[src/rtl/irqc_pkg.sv]
package irqc_pkg;
  // Word indices of the register map (byte address >> 2)
  localparam int unsigned WIDX_W      = 4;
  localparam logic [3:0] W_RAW_ALL    = 4'd0;
  localparam logic [3:0] W_MSK_ALL    = 4'd1;
  localparam logic [3:0] W_ENG_EN     = 4'd2;
  localparam logic [3:0] W_ENG_SET    = 4'd3;
  localparam logic [3:0] W_ENG_CLR    = 4'd4;
  localparam logic [3:0] W_DMA_RAW    = 4'd5;
  localparam logic [3:0] W_DMA_MSK    = 4'd6;
  localparam logic [3:0] W_DMA_BLK    = 4'd7;
  localparam logic [3:0] W_DMA_UNBLK  = 4'd8;
  localparam logic [3:0] W_DMA_REBLK  = 4'd9;
  localparam logic [3:0] W_DMA_ACK    = 4'd10;

  typedef struct packed {
    logic eng_wr;
    logic eng_set;
    logic eng_clr;
    logic blk_wr;
    logic blk_clr;
    logic blk_set;
    logic ack;
  } wr_strb_t;
endpackage

[src/rtl/irqc_rst_sync.sv]
module irqc_rst_sync #(
  parameter int unsigned STAGES = 2
) (
  input  logic clk,
  input  logic rst_n,
  output logic rst_sync_n
);
  logic [STAGES-1:0] sync_q;
  logic [STAGES-1:0] sync_d;

  always_comb sync_d = {sync_q[STAGES-2:0], 1'b1};

  always_ff @(posedge clk or negedge rst_n) begin
    if (!rst_n) sync_q <= '0;
    else        sync_q <= sync_d;
  end

  assign rst_sync_n = sync_q[STAGES-1];
endmodule

[src/rtl/irqc_eng_gate.sv]
module irqc_eng_gate #(
  parameter int unsigned N_ENG = 4
) (
  input  logic             clk,
  input  logic             rst_n,
  input  logic             wr_i,
  input  logic             set_i,
  input  logic             clr_i,
  input  logic [N_ENG-1:0] wdata_i,
  input  logic [N_ENG-1:0] evt_i,
  output logic [N_ENG-1:0] en_o,
  output logic [N_ENG-1:0] masked_o
);
  logic [N_ENG-1:0] en_q, en_d;
  logic             en_we;

  always_comb begin
    en_we = wr_i | set_i | clr_i;
    en_d  = en_q;
    if (wr_i)  en_d = wdata_i;
    if (set_i) en_d = en_q | wdata_i;
    if (clr_i) en_d = en_q & ~wdata_i;
  end

  always_ff @(posedge clk or negedge rst_n) begin
    if (!rst_n)     en_q <= '0;
    else if (en_we) en_q <= en_d;
  end

  assign en_o     = en_q;
  assign masked_o = evt_i & en_q;

  // a set-alias write never drops an enable bit that was on
  a_r7_set_keeps: assert property (@(posedge clk) disable iff (!rst_n)
    set_i |=> ((en_q & $past(en_q)) == $past(en_q)));
endmodule

[src/rtl/irqc_dma_sticky.sv]
module irqc_dma_sticky #(
  parameter int unsigned N_DMA = 4
) (
  input  logic             clk,
  input  logic             rst_n,
  input  logic [N_DMA-1:0] pulse_i,
  input  logic             ack_i,
  input  logic             blk_wr_i,
  input  logic             blk_clr_i,
  input  logic             blk_set_i,
  input  logic [N_DMA-1:0] wdata_i,
  output logic [N_DMA-1:0] raw_o,
  output logic [N_DMA-1:0] blk_o,
  output logic [N_DMA-1:0] masked_o
);
  logic [N_DMA-1:0] raw_q;
  logic [N_DMA-1:0] ack_vec;
  logic [N_DMA-1:0] blk_q, blk_d;
  logic             blk_we;

  assign ack_vec = ack_i ? wdata_i : '0;

  for (genvar k = 0; k < N_DMA; k++) begin : g_latch
    logic bit_d, bit_we;
    always_comb begin
      bit_we = pulse_i[k] | ack_vec[k];
      bit_d  = pulse_i[k];  // set has priority over clear
    end
    always_ff @(posedge clk or negedge rst_n) begin
      if (!rst_n)      raw_q[k] <= 1'b0;
      else if (bit_we) raw_q[k] <= bit_d;
    end
  end

  always_comb begin
    blk_we = blk_wr_i | blk_clr_i | blk_set_i;
    blk_d  = blk_q;
    if (blk_wr_i)  blk_d = wdata_i;
    if (blk_clr_i) blk_d = blk_q & ~wdata_i;
    if (blk_set_i) blk_d = blk_q | wdata_i;
  end

  always_ff @(posedge clk or negedge rst_n) begin
    if (!rst_n)      blk_q <= '1;
    else if (blk_we) blk_q <= blk_d;
  end

  assign raw_o    = raw_q;
  assign blk_o    = blk_q;
  assign masked_o = raw_q & ~blk_q;

  // a latched bit drops only when a clear was written to it
  a_r4_sticky_hold: assert property (@(posedge clk) disable iff (!rst_n)
    1'b1 |=> (((($past(raw_q) & ~$past(ack_vec)) & ~raw_q)) == '0));
  // every pulse leaves its latch set, whatever the clear did
  a_r5_set_wins: assert property (@(posedge clk) disable iff (!rst_n)
    (|pulse_i) |=> ((raw_q & $past(pulse_i)) == $past(pulse_i)));
endmodule

[src/rtl/irqc_regif.sv]
module irqc_regif
  import irqc_pkg::*;
#(
  parameter int unsigned DW    = 32,
  parameter int unsigned AW    = 6,
  parameter int unsigned N_ENG = 4,
  parameter int unsigned N_DMA = 4
) (
  input  logic             wr_i,
  input  logic [AW-1:0]    addr_i,
  input  logic [DW-1:0]    raw_all_i,
  input  logic [DW-1:0]    msk_all_i,
  input  logic [N_ENG-1:0] eng_en_i,
  input  logic [N_DMA-1:0] dma_raw_i,
  input  logic [N_DMA-1:0] dma_msk_i,
  input  logic [N_DMA-1:0] dma_blk_i,
  output wr_strb_t         strb_o,
  output logic [DW-1:0]    rdata_o
);
  localparam int unsigned IDX_LSB = 2;
  logic [WIDX_W-1:0] idx;
  logic              in_range;

  assign idx      = addr_i[IDX_LSB +: WIDX_W];
  assign in_range = (AW <= IDX_LSB + WIDX_W) ? 1'b1
                  : (addr_i >> (IDX_LSB + WIDX_W)) == '0;

  always_comb begin
    strb_o = '0;
    if (wr_i && in_range) begin
      unique case (idx)
        W_ENG_EN:    strb_o.eng_wr  = 1'b1;
        W_ENG_SET:   strb_o.eng_set = 1'b1;
        W_ENG_CLR:   strb_o.eng_clr = 1'b1;
        W_DMA_BLK:   strb_o.blk_wr  = 1'b1;
        W_DMA_UNBLK: strb_o.blk_clr = 1'b1;
        W_DMA_REBLK: strb_o.blk_set = 1'b1;
        W_DMA_ACK:   strb_o.ack     = 1'b1;
        default:     strb_o = '0;
      endcase
    end
  end

  always_comb begin
    rdata_o = '0;
    if (in_range) begin
      case (idx)
        W_RAW_ALL: rdata_o = raw_all_i;
        W_MSK_ALL: rdata_o = msk_all_i;
        W_ENG_EN:  rdata_o = DW'(eng_en_i);
        W_DMA_RAW: rdata_o = DW'(dma_raw_i);
        W_DMA_MSK: rdata_o = DW'(dma_msk_i);
        W_DMA_BLK: rdata_o = DW'(dma_blk_i);
        default:   rdata_o = '0;
      endcase
    end
  end
endmodule

[src/rtl/crypto_irq_combiner.sv]
module crypto_irq_combiner
  import irqc_pkg::*;
#(
  parameter int unsigned DW      = 32,
  parameter int unsigned AW      = 6,
  parameter int unsigned N_ENG   = 4,
  parameter int unsigned N_DMA   = 4,
  parameter int unsigned DMA_LSB = 16
) (
  input  logic             clk,
  input  logic             rst_n,
  input  logic [N_ENG-1:0] eng_evt_i,
  input  logic [N_DMA-1:0] dma_done_i,
  input  logic             reg_wr_i,
  input  logic [AW-1:0]    reg_addr_i,
  input  logic [DW-1:0]    reg_wdata_i,
  output logic [DW-1:0]    reg_rdata_o,
  output logic             irq_o
);
  localparam logic [DW-1:0] ENG_FIELD = DW'((64'd1 << N_ENG) - 64'd1);

  logic             rs_n;
  wr_strb_t         strb;
  logic [N_ENG-1:0] eng_en, eng_msk;
  logic [N_DMA-1:0] dma_raw, dma_blk, dma_msk;
  logic [DW-1:0]    raw_all, msk_all;
  logic             irq_d, irq_q;

  irqc_rst_sync #(.STAGES(2)) u_rst (
    .clk(clk), .rst_n(rst_n), .rst_sync_n(rs_n)
  );

  irqc_eng_gate #(.N_ENG(N_ENG)) u_eng (
    .clk(clk), .rst_n(rs_n),
    .wr_i(strb.eng_wr), .set_i(strb.eng_set), .clr_i(strb.eng_clr),
    .wdata_i(reg_wdata_i[N_ENG-1:0]), .evt_i(eng_evt_i),
    .en_o(eng_en), .masked_o(eng_msk)
  );

  irqc_dma_sticky #(.N_DMA(N_DMA)) u_dma (
    .clk(clk), .rst_n(rs_n), .pulse_i(dma_done_i), .ack_i(strb.ack),
    .blk_wr_i(strb.blk_wr), .blk_clr_i(strb.blk_clr), .blk_set_i(strb.blk_set),
    .wdata_i(reg_wdata_i[N_DMA-1:0]),
    .raw_o(dma_raw), .blk_o(dma_blk), .masked_o(dma_msk)
  );

  always_comb begin
    raw_all = DW'(eng_evt_i) | (DW'(dma_raw) << DMA_LSB);
    msk_all = DW'(eng_msk)   | (DW'(dma_msk) << DMA_LSB);
    irq_d   = |msk_all;
  end

  irqc_regif #(.DW(DW), .AW(AW), .N_ENG(N_ENG), .N_DMA(N_DMA)) u_regs (
    .wr_i(reg_wr_i), .addr_i(reg_addr_i),
    .raw_all_i(raw_all), .msk_all_i(msk_all), .eng_en_i(eng_en),
    .dma_raw_i(dma_raw), .dma_msk_i(dma_msk), .dma_blk_i(dma_blk),
    .strb_o(strb), .rdata_o(reg_rdata_o)
  );

  always_ff @(posedge clk or negedge rs_n) begin
    if (!rs_n) irq_q <= 1'b0;
    else       irq_q <= irq_d;
  end
  assign irq_o = irq_q;

  // masked view is always a subset of the raw view
  a_r3_masked_subset: assert property (@(posedge clk) disable iff (!rs_n)
    (msk_all & ~raw_all) == '0);
  // no engine bit shows as masked while its enable is off
  a_r3_eng_gated: assert property (@(posedge clk) disable iff (!rs_n)
    (msk_all & ENG_FIELD & ~DW'(eng_en)) == '0);
  // interrupt follows the masked view one cycle later
  a_r9_irq_rise: assert property (@(posedge clk) disable iff (!rs_n)
    (|msk_all) |=> irq_o);
  a_r9_irq_fall: assert property (@(posedge clk) disable iff (!rs_n)
    !(|msk_all) |=> !irq_o);
endmodule

[config.mk]
export PLATFORM = sky130hd
export DESIGN_NAME = crypto_irq_combiner
export DESIGN_NICKNAME = d
export VERILOG_FILES = /design/src/rtl/irqc_pkg.sv /design/src/rtl/irqc_rst_sync.sv /design/src/rtl/irqc_eng_gate.sv /design/src/rtl/irqc_dma_sticky.sv /design/src/rtl/irqc_regif.sv /design/src/rtl/crypto_irq_combiner.sv
export SDC_FILE = /design/constraint.sdc
export NUM_CORES = 1
export LEC_CHECK = 0
export BUFFER_PORTS_ARGS = -buffer_cell sky130_fd_sc_hd__buf_2
export CAP_MARGIN = 10
export CORE_AREA = 2 2 71 73
export CTS_CLUSTER_SIZE = 20
export DETAILED_ROUTE_END_ITERATION = 10
export DIE_AREA = 0 0 73 75
export HOLD_SLACK_MARGIN = 0.02
export SYNTH_ARGS = -nofsm -noshare
export SYNTH_HDL_FRONTEND = slang
export SYNTH_SLANG_ARGS = --single-unit
export TNS_END_PERCENT = 20
[constraint.sdc]
create_clock -name clk -period 1.5 [get_ports clk]
set_input_delay 0.375 -clock clk [delete_from_list [all_inputs] [get_ports clk]]
set_output_delay 0.375 -clock clk [all_outputs]
set_load 0.005 [all_outputs]
==> Yosys cells after proc, flatten, opt, wreduce, memory -nomap -nowiden <==
Cells that the tools add are included.
{ "totals": {"reg_bits": 15, "latch_bits": 0, "mem_bits_rw": 0, "romBits": 0, "in_bits": 49, "wordCells": 58, "memories": 0} }
{ "classes": {"addsub": 0, "n_mul": 0, "div_mod_pow": 0, "magnitude_cmp": 0, "eq_ne": 10, "shifts": 0, "n_mux": 16, "n_bitwise": 18, "reduce_logical": 6} }
{ "ops": {"columns": ["operator", "n"], "rows": [
  ["one-hot mux 20 bit (6 select lines)", 1],
  ["OR 4 x 20 -> 20 bit", 2],
  ["OR reduction 32 bit", 1],
  ["two-way mux 4 bit", 7],
  ["AND 4 bit", 4],
  ["equality test 4 x 3 -> 1 bit (second input constant)", 4],
  ["equality test 4 bit (second input constant)", 3],
  ["equality test 4 x 2 -> 1 bit (second input constant)", 2],
  ["NOT 4 bit", 2],
  ["OR 1 bit", 8],
  ["OR 4 bit", 2],
  ["two-way mux 1 bit", 7],
  ["two-way mux 7 bit", 1],
  ["nonzero test 3 bit", 2],
  ["equality test 4 x 1 -> 1 bit (second input constant)", 1],
  ["zero test 4 bit", 1],
  ["AND reduction 2 bit", 2]
]} }

==> Longest topological paths before layout <==
Gate-level depths: netlist (run 1).
{ "logic_depth": {"word_depth": 6, "ltp_mapped": 5} }

==> Modules after synthesis <==
A second synthesis (run 1) with hierarchy kept.
{ "hier_totals": {"cells_unflattened": 149, "hier_area_um2": 1342.5} }
{ "by_module_without_submodules": {"columns": ["mod", "instances", "cells_per_inst", "area_per_inst_um2", "seq_area_each_um2"], "rows": [
  ["irqc_regif", 1, 78, 613.1, 0.0],
  ["irqc_dma_sticky", 1, 41, 419.2, 205.2],
  ["irqc_eng_gate", 1, 22, 211.5, 100.1],
  ["irqc_rst_sync", 1, 3, 53.8, 50.0],
  ["crypto_irq_combiner", 1, 5, 45.0, 25.0]
]} }

==> Worst setup path before layout (run 1) <==
Ideal clock, no wire load.
{ "synth_path": {"path_type": "input -> output", "start": "input reg_addr_i[2]", "end": "output reg_rdata_o[1]", "arrival_ps": 1114, "t_required_ps": 1125, "path_slack_ps": 11, "stages": 4, "cell_sequence": "buf_2 > clkbuf_1 > a22oi_1 > o2bb2ai_1"} }
{ "synth_between": {"elab_chain_len": 2} }
{ "synth_lines": {"columns": ["element", "line", "text"], "rows": [
  ["from (decl)", "crypto_irq_combiner.sv:15", "input logic [AW-1:0] reg_addr_i,"],
  ["equality test 4 x 3 -> 1 bit (tied with other cells)", "irqc_regif.sv:47", "case (idx)"],
  ["one-hot mux 20 bit (6 select lines) (*)", "irqc_regif.sv:47", null],
  ["to (decl)", "crypto_irq_combiner.sv:17", "output logic [DW-1:0] reg_rdata_o,"]
]} }
Every way passes the cells marked *; elsewhere a longest branch is shown, timed or not.

==> Worst setup path in the final report (run 1) <==
{ "layout_path": {"start": "register u_dma.raw_q[1] (netlist: u_dma.raw_o[1])", "end": "output reg_rdata_o[1]"} }
{ "layout_between": {"elab_chain_len": 2} }
{ "layout_lines": {"columns": ["element", "line", "text"], "rows": [
  ["from (decl)", "irqc_dma_sticky.sv:16", "logic [N_DMA-1:0] raw_q;"],
  ["from (signal, indexed assignment)", "irqc_dma_sticky.sv:31", "else if (bit_we) raw_q[k] <= bit_d;"],
  ["AND 4 bit", "irqc_dma_sticky.sv:50", "assign masked_o = raw_q & ~blk_q;"],
  ["one-hot mux 20 bit (6 select lines) (*)", "irqc_regif.sv:47", null]
]} }
Marked as above.

==> results, run 1 <==
- The final setup skew is 2.636 ps.
- The horizontal extent of the die is 73 µm.
- The count of boundary I/O pins is 82.
- At the pin with the least slew margin, the transition time is 556.0 ps.
- The clock transition at the registers of the reported paths is 60 ps.
- STA classifies the critical path startpoint as a flop.
- Dividing total power by cell area gives a power density of 872.8 nW/µm².
- The initial antenna violation count is 0.
- The floorplan core area is 4661 µm².
- The checks that failed: negative setup slack.
- The number of hold violations in the final report came to 0.
- The proportion of layout cells with a drive suffix above 1 is 0.3833.
- Once placement finished, the instance area stood at 1434 µm².
- Input and output buffers added on the ports amount to 27.
- The post-synthesis to final-layout area growth is 26.19%.
- The total of fill cells in the finished design is 498.
- The floorplan step set the die height to 75 µm.
- After synthesis, the mean cell area works out to 9.049 µm².
- The total congestion overflow is 0.
- The cell row count is 25.
- The root buffer cell is sky130_fd_sc_hd__clkbuf_8.
- The sequential-to-total area share from yosys stat is 0.2960.
- The number of instances in the synthesized netlist is 142.
- The post-layout minimum cycle time is 1676 ps.
- At the worst endpoint, the required time is 1120 ps.
- The post-route DRC violation count is 0.
- The final design area excluding fillers is 1622 µm².
- The count of routing violations after the opening detailed-route iteration is 56.
- The largest driver fanout on the critical path is 3.
- The maximum vdd ir drop is 327.1 µV.
- For the worst flop-to-flop path, the logic depth is 4.
- The die outline area is 5475 µm².
- The routability congestion estimate is 0.8256.
- The first TritonRoute pass finished after 4 iterations.
- The area of the mapped netlist is 1285 µm².
- The number of global-route vias before repair is 1,048.
- The total area of sequential cells is 380.4 µm².
- After legalization and detailed placement, the total HPWL measured 2452 µm.
- Of all flip-flops after synthesis, the portion carrying an async set or reset was 1.000.
- The worst pin sits at a relative slew slack of 0.6293.
- The proportion of netlist area held by the largest area contributor is 0.2142.
- Synthesis instantiated 38 different standard cells from the library.
- The flow ran to the end, but the final reports show violations.
- Entering global routing, the biggest net connects 20 pins.
- By startpoint and endpoint, the worst setup path is classified as reg2out.
- The largest total area in the synthesized netlist belongs to sky130_fd_sc_hd__dfrtp_1.
- The TritonCTS clock tree is yes.
- During synthesis, Yosys emitted a total of 0 warnings.
- For this design, the slowest cell found on the critical path is sky130_fd_sc_hd__dfrtp_1.
- The leakage power summed over all cells is 0.7594 nW.
- In this run the worst hold path is classified as reg2async.
- For this run, the leading register cell type out of synthesis is sky130_fd_sc_hd__dfrtp_1.
- The number of buffers created by CTS is 3.
- The area of the multi-input gates is 829.5 µm².
- The clock sink total is 15.
- Based on the critical path, the design can be clocked at up to 596.7 MHz.
- Walking the worst path, the cells encountered are mux2_4, a22oi_2, o2bb2ai_2, buf_2.
- Max-cap violations in this run came to 0.
- The H-tree depth is 1.
- After synthesis, the cell types taking the most area are sky130_fd_sc_hd__dfrtp_1, sky130_fd_sc_hd__buf_4, sky130_fd_sc_hd__dfstp_2.
- At the later pin of the worst-skew pair, clock insertion delay measures 240 ps.
- The final count of negative-setup-slack endpoints is 5.
- The overall routing resource usage is 0.1231.
- The summed negative setup slack over all endpoints is -748.0 ps.
- The number of flip-flops and latches in the synthesized netlist is 15.
- The fraction of the core area covered by cells at the end of the flow is 0.3479.
- The routed design has 3243 µm of wire.
- No sink is reached through more buffers than the 2 on the longest clock path.
- The number of slew-limit violations in the final report came to 0.
- The number of nets with antenna violations after routing is 0.
- For this configuration, the core starts out at a cell density of 0.2757.
- The number of antenna diodes in the final layout is 0.
- The number of enable-type register cells in the synthesized netlist is 0.
- Across all setup checks in the final design, the least slack found is -175.8 ps.
- On the worst path, the slowest cell contributes a delay of 390 ps.
- In the final design database the tool counted 230 nets.
- The type of element capturing the critical path is an output pin.
- In the layout the commonest cells are sky130_fd_sc_hd__conb_1, sky130_fd_sc_hd__buf_2, sky130_fd_sc_hd__buf_4, sky130_fd_sc_hd__dfrtp_1.
- The first global-routing pass estimated 5043 µm of wire.
- After layout, the design draws a total of 1.415 mW.
- The worst endpoint data arrival time is 1300 ps.
- Dividing the final minimum period by the clock period gives 1.117.
- The detail-routed net length per standard cell is 13.86 µm.
- Setup repair after global routing could not meet its margin everywhere.
- Dividing the detail-routed via count by the number of cells gives 4.808.
- Detailed routing inserted a total of 1,125 vias.
==> power breakdown <==
group          switching [mW]  internal (mW)
registers              0.0855          0.502
clock network           0.141          0.183
logic                   0.229          0.274
==> Yosys cell counts, drive strengths merged (5+ instances only) <==
library cell / number
inv: 5
nand2: 8
nor2b: 7
a21o: 5
buf: 30
a221o: 7
dfrtp: 11
a21oi: 5
==> worst max-delay path, delay by kind of cell, from the launching register on <==
kind	cells	cell delay, ps
AO/OA/AOI/OAI	2	260
multiplexers	1	280
flip-flops	1	390
buffers and inverters	1	130
==> worst paths after layout <==
kind / slack [ps] / end / from
min: 230 / u_dma.raw_o[3] / u_rst.sync_q[1]
min in group clk: 310 / u_dma.raw_o[1] / dma_done_i[1]
max in group asynchronous: 900 / u_dma.blk_o[2] / u_rst.sync_q[1]
max: -180 / reg_rdata_o[1] / u_dma.raw_o[1]
max reg2reg: 280 / irq_o / u_dma.blk_o[0]
min reg2reg: 230 / u_dma.raw_o[3] / u_rst.sync_q[1]
==> sequential cells by signal, indices dropped and copies added (netlist names) <==
signal        count
irq_o             1
u_dma.blk_o       4
u_dma.raw_o       4
u_eng.en_o        4
u_rst.sync_q      2
==> metrics by stage <==
step	cells	hold WS (ps)	setup slack, ps
6_report	234	229.1	-175.8
3_5_place_dp	226	161.5	-282.3
3_3_place_gp	226	161.2	-248.7
2_1_floorplan	165	79.41	10.71
4_1_cts	234	259.8	-207.9
5_1_grt	234	291.7	-222.1
==> layer usage <==
layer  vias up  global-route usage  share of wire
met5         -                   0              0
met4         0             0.04321          0.012
met3         2             0.01606          0.039
met2        34              0.2112           0.50
met1       540              0.1594           0.45
li1        549                   -              -
==> final cells by class <==
class | count | share of cell area
Sequential cell | 15 | 0.2346
Multi-Input combinational cell | 114 | 0.5116
Clock inverter | 1 | 0.003086
Tap cell | 54 | 0.04167
Clock buffer | 3 | 0.02546
Timing Repair Buffer | 42 | 0.1721
Inverter | 5 | 0.01157
==> timing repair <==
item | CTS | global route
pin swaps | 7 | 3
hold buffers | 1 | 0
gates resized for setup | 10 | 12
setup buffers | 3 | 0
endpoints found under the setup margin | 8 | 8
hold endpoints to repair | 2 | 0
==> cell families after synthesis <==
| logic type | after synthesis | share of synthesized area |
|---|---|---|
| buffers and inverters | 36 | 0.1879 |
| multiplexers | 8 | 0.06621 |
| AO/OA/AOI/OAI | 34 | 0.2093 |
| AND/OR/NAND/NOR | 47 | 0.2346 |
| flip-flops | 15 | 0.2960 |
| other | 2 | 0.005844 |
Note: power is estimated with default switching activity, not from simulation.
==> run 2: changes to the inputs <==
- CORE_AREA: 2 2 71 73 -> 2 2 61 86
- DIE_AREA: 0 0 73 75 -> 0 0 63 88
==> run 2 against run 1 <==
  * The run still ends with negative setup slack left
  * Non-clock buffer count increased by 3
  * Register-to-register slack improved by 120 ps
  * Hold slack got worse by 2.3 ps
  * Combinational power increased by 0.8%
  * Clock skew about the same
  * Wire length increased by 2.0%
  * Via count increased by 2.0%
  * Sequential power decreased by 0.7%
  * Critical path type unchanged
  * Critical endpoint is now reg_rdata_o[0]
  * Highest routed layer unchanged
==> results, run 2 (synthesis results as in run 1) <==
- The largest driver fanout on the critical path is 5 (+2).
- Walking the worst path, the cells encountered are mux2_2, a32oi_2, o2bb2ai_2, buf_2.
- The cell row count is 30 (+20%).
- The internal power component was 0.9689 mW (+0.94%).
- The clock sink total is 15 (unchanged).
- The worst hold path belongs to the class reg2async.
- The first-pass GRT wire length was 5457 µm (+8.2%).
- The transition time at the pin with the least slew margin is 553.9 ps (-2.125 ps).
- The delay contributed by the slowest stage of the critical path was 560 ps (+170 ps).
- The run finished, with violations left.
- The layer flagged by global routing as most heavily used is met2.
- The HPWL after detailed placement is 2540 µm (+3.6%).
- The sequential power share is 0.410 (-0.005).
- The final clock period utilization by the worst path is 1.120 (+0.002411).
- The required time at the worst-slack endpoint is 1120 ps (about the same).
- The library cells used most frequently in the layout, excluding fill and tap cells, are sky130_fd_sc_hd__conb_1, sky130_fd_sc_hd__buf_2, sky130_fd_sc_hd__buf_4, sky130_fd_sc_hd__dfrtp_1.
- The via density per instance was 4.644 (-3.4%).
- The number of vias in the routed layout is 1,147 (+2.0%).
- The fraction of the core area covered by cells at the end of the flow is 0.3383 (-0.009599).
- The number of hold violations in the final report is 0 (unchanged).
- Relative to the synthesized area, the layout overhead comes to 25.51%.
- Setup repair after global routing could not meet its margin everywhere.
- The worst slew slack as a fraction of its limit is 0.6307 (+0.001417).
- The horizontal extent of the die is 63 µm (-14%).
- The post-layout minimum cycle time was 1679 ps (+3.616 ps).
- The maximum vdd ir drop is 266.8 µV (-18%).
- The die outline area is 5544 µm² (+1.3%).
- The power density of the placed cells is 883.5 nW/µm² (+1.2%).
- The number of global-route vias before repair is 1,142 (+9.0%).
- The number of buffers created by CTS is 3 (unchanged).
- The count of routing violations after the opening detailed-route iteration is 43 (-23%).
- The final design area excluding fillers is 1613 µm² (-0.54%).
- The number of nets at the end of the flow is 233 (+1.3%).
- The tree is rooted in a sky130_fd_sc_hd__clkbuf_8.
- The net switching power is 0.4560 mW (+0.13%).
- The worst-path cell with the longest stage delay is sky130_fd_sc_hd__dfstp_2.
- The detail-routed net length per standard cell was 13.39 µm (-3.4%).
- The overall routing resource usage was 0.1268 (+0.003692).
- The first-pass iteration count of the detailed router is 5 (+1).
- The initial antenna violation count came to 0 (unchanged).
- The logic gate share of total power is 0.356 (about the same).
- The total area of sequential cells is 380.4 µm² (unchanged).
- The type of element capturing the critical path is an output pin.
- The worst endpoint data arrival time is 1300 ps (about the same).
- The routability congestion estimate is 0.7688 (-6.9%).
- The later-pin clock latency in the skew report is 250 ps (about the same).
- The maximum clock frequency is 595.4 MHz (-0.22%).
- The final count of negative-setup-slack endpoints is 8 (+3).
- The clock share of power was 0.234 (+0.005).
- The count of boundary I/O pins came to 82 (unchanged).
- The number of slew-limit violations in the final report is 0 (unchanged).
- The checks that failed: negative setup slack.
- The switching share of total power is 0.3200 (-0.001769).
- The leakage power summed over all cells is 0.7479 nW (-1.5%).
- The critical path buffer and inverter count is 1 (unchanged).
- The total congestion overflow is 0 (unchanged).
- The worst-case clock buffer depth came to 2 (unchanged).
- The fraction of met2 tracks used by global routing is 0.2418 (+0.03057).
- The starting density of the core is 0.2696 (-0.006151).
- The proportion of layout cells with a drive suffix above 1 was 0.3607 (-0.02268).
- The vertical die dimension is 88 µm (+17%).
- The critical path class is reg2out.
- The max-capacitance violation count came to 0 (unchanged).
- STA classifies the critical path startpoint as a flop.
- The met1 capacity usage during global routing is 0.1416 (-0.01779).
- The port buffer count is 27 (unchanged).
- The area of the multi-input gates is 787.0 µm² (-5.1%).
- The total of fill cells in the finished design came to 517 (+3.8%).
- The post-route worst setup slack is -179.5 ps (-3.616 ps).
- The number of inserted diodes was 0 (unchanged).
- The total cell area at the placement stage was 1466 µm² (+2.3%).
- The wire length after detailed routing is 3307 µm (+2.0%).
- The number of nets with antenna violations after routing was 0 (unchanged).
- The clock transition at the registers of the reported paths is 60 ps (about the same).
- The largest net degree at the start of global routing is 14 (-30%).
- The routing usage on met3 is 0.01285 (-0.003211).
- The H-tree depth is 1 (unchanged).
- The kind of cell adding the most delay to the critical path is flip-flops.
- The final setup skew is 2.759 ps (+0.1226 ps).
- The TritonCTS clock tree is yes.
- The setup slack at placement is -273.7 ps (+8.516 ps).
- The post-route DRC violation count is 0 (unchanged).
- The floorplan core area came to 4767 µm² (+2.3%).
## run 2: changes by cell type in the layout (fill, tap and decap cells not counted), moves of 3 or more
cell	previous run	this run
sky130_fd_sc_hd__buf_4	12	15
sky130_fd_sc_hd__mux2_2	0	3
sky130_fd_sc_hd__mux2_4	4	1
sky130_fd_sc_hd__o2bb2ai_1	0	3
sky130_fd_sc_hd__o2bb2ai_2	4	1
## run 2: cell type report
type | instances | share of cell area
Clock buffer | 4 | 0.02793
Sequential cell | 15 | 0.2358
Tap cell | 64 | 0.04965
Multi-Input combinational cell | 114 | 0.4880
Inverter | 5 | 0.01164
Timing Repair Buffer | 45 | 0.1870
## run 2: per-stage QoR
step                TNS, ps  hold slack [ps]  total power [mW]  cells
detailed placement    -1796            170.9             1.009    237
floorplan                 0            79.41            0.9089    165
global route          -1342            278.5             1.503    247
global placement      -1918            160.9            0.9965    237
CTS                  -978.8            251.1             1.415    246
finish               -852.3            226.8             1.425    247
## run 2: worst register-to-register path, cell delays in order, from the launching register on
cell and delay (ps):
sky130_fd_sc_hd__dfstp_2 560, sky130_fd_sc_hd__nand2b_1 130, sky130_fd_sc_hd__o2111a_1 180, sky130_fd_sc_hd__o2111ai_1 100
## run 2: repair_timing
item | in CTS | in global routing
resized for setup | 7 | 4
hold endpoints to repair | 2 | 0
pin swaps | 7 | 2
buffers inserted | 4 | 1
endpoints found under the setup margin | 8 | 8
hold buffers | 1 | 0
## run 2: metal layers
layer	vias to the layer above	share of wire
met3	5	0.049
met1	538	0.39
met4	0	0.020
met2	48	0.54
met5	-	0
li1	556	-
## run 2: worst paths after layout
| path | startpoint | end | slack [ps] | depth (start not counted) |
|---|---|---|---|---|
| worst max register to register | u_dma.blk_o[0] | irq_o | 400 | 3 |
| worst min register to register | u_rst.sync_q[1] | u_eng.en_o[0] | 230 | 0 |
| max in group asynchronous | u_rst.sync_q[1] | u_dma.blk_o[3] | 900 | 0 |
| min in group clk | dma_done_i[0] | u_dma.raw_o[0] | 300 | 2 |
| worst max-delay path | u_dma.blk_o[0] | reg_rdata_o[0] | -180 | 4 |
| worst min-delay path | u_rst.sync_q[1] | u_eng.en_o[0] | 230 | 0 |
## run 2: power by group through the flow
stage               sequential, mW  clock, mW  combinational (mW)
finish                       0.584      0.334               0.507
global route                 0.601      0.346               0.556
CTS                          0.581      0.339               0.495
detailed placement           0.597          0               0.412
global placement             0.590          0               0.406
floorplan                    0.569          0               0.340
==> run 3: changes to the inputs <==
- RECOVER_POWER: default -> 50
==> run 3 against run 2 <==
  * Sequential share of layout area hardly changed
  * Power hardly changed
  * Setup slack about the same
  * Clock power about the same
  * First-iteration DRC count stayed put
  * The run still ends with negative setup slack left
  * Fmax is essentially flat
  * Highest routed layer unchanged
  * Sequential cell count unchanged
==> results, run 3 (synthesis results as in run 1) <==
- The routability congestion estimate came to 0.7688 (unchanged).
- The total congestion overflow is 0 (unchanged).
- The number of inserted diodes came to 0 (unchanged).
- The wire length after detailed routing is 3301 µm (-0.18%).
- The final count of negative-setup-slack endpoints is 8 (unchanged).
- TritonCTS built the clock tree.
- The leakage power summed over all cells came to 0.7452 nW (-0.37%).
- The number of nets with antenna violations after routing is 0 (unchanged).
- The port buffer count is 27 (unchanged).
- The worst-case clock buffer depth came to 2 (unchanged).
- The top cell types in the final layout, fill and taps aside, are sky130_fd_sc_hd__conb_1, sky130_fd_sc_hd__buf_2, sky130_fd_sc_hd__buf_4, sky130_fd_sc_hd__dfrtp_1.
- The overall routing resource usage was 0.1268 (unchanged).
- The placed instance count is 237 (unchanged).
- The first-pass iteration count of the detailed router is 5 (unchanged).
- The number of slew-limit violations in the final report is 0 (unchanged).
- The most common library cell in the layout ignoring fill and taps is sky130_fd_sc_hd__conb_1.
- The total cell area at the placement stage came to 1466 µm² (unchanged).
- The worst slew slack as a fraction of its limit is 0.6307 (unchanged).
- The largest net degree at the start of global routing is 14 (unchanged).
- The post-route worst setup slack is -179.4 ps (+0.04500 ps).
- The HPWL after detailed placement is 2540 µm (unchanged).
- The count of boundary I/O pins is 82 (unchanged).
- The maximum vdd ir drop was 266.8 µV (about the same).
- The first-pass GRT wire length is 5457 µm (unchanged).
- The number of global-route vias before repair is 1,142 (unchanged).
- The tree is rooted in a sky130_fd_sc_hd__clkbuf_8.
- The power density of the placed cells is 884.0 nW/µm² (about the same).
- The final clock period utilization by the worst path came to 1.120 (about the same).
- Setup repair after global routing could not meet its margin everywhere.
- The post-synthesis to final-layout area growth is 25.41% (about the same).
- The max-capacitance violation count is 0 (unchanged).
- The clock transition at the registers of the reported paths came to 60 ps (about the same).
- The H-tree depth is 1 (unchanged).
- The worst register-to-register path ends at irq_o.
- The proportion of layout cells with a drive suffix above 1 is 0.3552 (-0.005464).
- In this run the worst setup path begins at u_dma.blk_o[0].
- The later-pin clock latency in the skew report is 250 ps (about the same).
- The floorplan core area is 4767 µm² (unchanged).
- The delay contributed by the slowest stage of the critical path is 560 ps (about the same).
- The startpoint identified for the worst register-to-register timing path is u_dma.blk_o[0].
- The starting density of the core is 0.2696 (unchanged).
- The required time at the worst-slack endpoint is 1120 ps (about the same).
- The transition time at the pin with the least slew margin came to 553.9 ps (-0.0002384 ps).
- The clock sink total was 15 (unchanged).
- The count of routing violations after the opening detailed-route iteration is 43 (unchanged).
- The number of nets at the end of the flow came to 233 (unchanged).
- The number of hold violations in the final report is 0 (unchanged).
- The flow ran to the end, but the final reports show violations.
- The depth of the worst register-to-register path is 3 (unchanged).
- The via density per instance is 4.652 (+0.17%).
- For this design, the slowest cell found on the critical path is sky130_fd_sc_hd__dfstp_2.
- The post-layout minimum cycle time was 1679 ps (-0.04500 ps).
- The final reports fail on negative setup slack.
- The critical path class is reg2out.
- The final cell count without fillers is 247 (unchanged).
- The detail-routed net length per standard cell came to 13.36 µm (-0.18%).
- The horizontal extent of the die was 63 µm (unchanged).
- The path type of the worst min-delay path is reg2async.
- The reg2reg setup slack is 400 ps (about the same).
- The maximum clock frequency is 595.4 MHz (about the same).
- The startpoint type of the worst setup path is a flop.
- The vertical die dimension is 88 µm (unchanged).
- The number of buffers created by CTS is 3 (unchanged).
- The post-layout total power was 1.425 mW (about the same).
- The die outline area was 5544 µm² (unchanged).
- The post-route DRC violation count was 0 (unchanged).
- The final worst hold slack was 226.8 ps (+0.01800 ps).
- The final design area excluding fillers is 1612 µm² (about the same).
- The worst endpoint data arrival time is 1300 ps (about the same).
- The final setup skew is 2.745 ps (-0.01343 ps).
- The number of vias in the routed layout is 1,149 (+0.17%).
- Walking the worst path, the cells encountered are mux2_2, a32oi_2, o2bb2ai_2, buf_2.
- The largest driver fanout on the critical path is 5 (unchanged).
- The cell row count was 30 (unchanged).
- The type of element capturing the critical path is an output pin.
- The initial antenna violation count is 0 (unchanged).
## run 3: cell types whose count changed in the layout (fill, tap and decap cells not counted), sizes merged
cell / previous run / this run
clkbuf: 4 / 5
buf: 44 / 43
## run 3: layout make-up
| cell class | instances | area [µm²] |
|---|---|---|
| fillers | 517 | 3156 |
| multi-input cells | 114 | 787.0 |
| flip-flops and latches | 15 | 380.4 |
| repair buffers | 45 | 300.3 |
| well taps | 64 | 80.08 |
| clock buffers | 4 | 45.04 |
| inverters | 5 | 18.77 |
## run 3: through the flow
stage	util	worst slack [ps]	setup TNS [ps]
floorplan	-	10.71	0
global placement	0.3076	-287.6	-1918
detailed placement	0.3076	-273.7	-1796
CTS	0.3331	-190.6	-978.8
global route	0.3381	-249.5	-1342
finish	0.3381	-179.4	-852.1
## run 3: how the worst max path moves through the flow
stage,endpoint,slack (ps),depth (start not counted)
2_1_floorplan,reg_rdata_o[1],10,4
3_3_place_gp,reg_rdata_o[0],-290,5
3_5_place_dp,reg_rdata_o[0],-270,5
4_1_cts,reg_rdata_o[0],-190,4
5_1_grt,reg_rdata_o[2],-250,4
6_report,reg_rdata_o[0],-180,4
## run 3: per-layer routing
layer	global-route usage	share of wire	vias up
met2	0.2418	0.54	50
met3	0.01285	0.053	5
met1	0.1416	0.39	537
met5	0	0	-
met4	0.05657	0.020	0
li1	-	-	557
## run 3: repair_timing
item,4_1_cts,5_1_grt
pin swaps,7,2
resized for setup,7,4
setup buffers,4,1
endpoints found under the setup margin,8,8
endpoints found under the hold margin,2,0
hold buffers,1,0
## run 3: power breakdown
part / switching [mW] / internal [mW] / leakage, nW
Combinational: 0.228 / 0.278 / 0.566
Sequential: 0.0826 / 0.502 / 0.156
Clock: 0.145 / 0.188 / 0.0228
## run 3: worst max-delay path, delay by kind of cell, from the launching register on
family	cells	cell delay, ps
compound gates	2	210
buf+inv	1	130
flops	1	560
mux	1	160
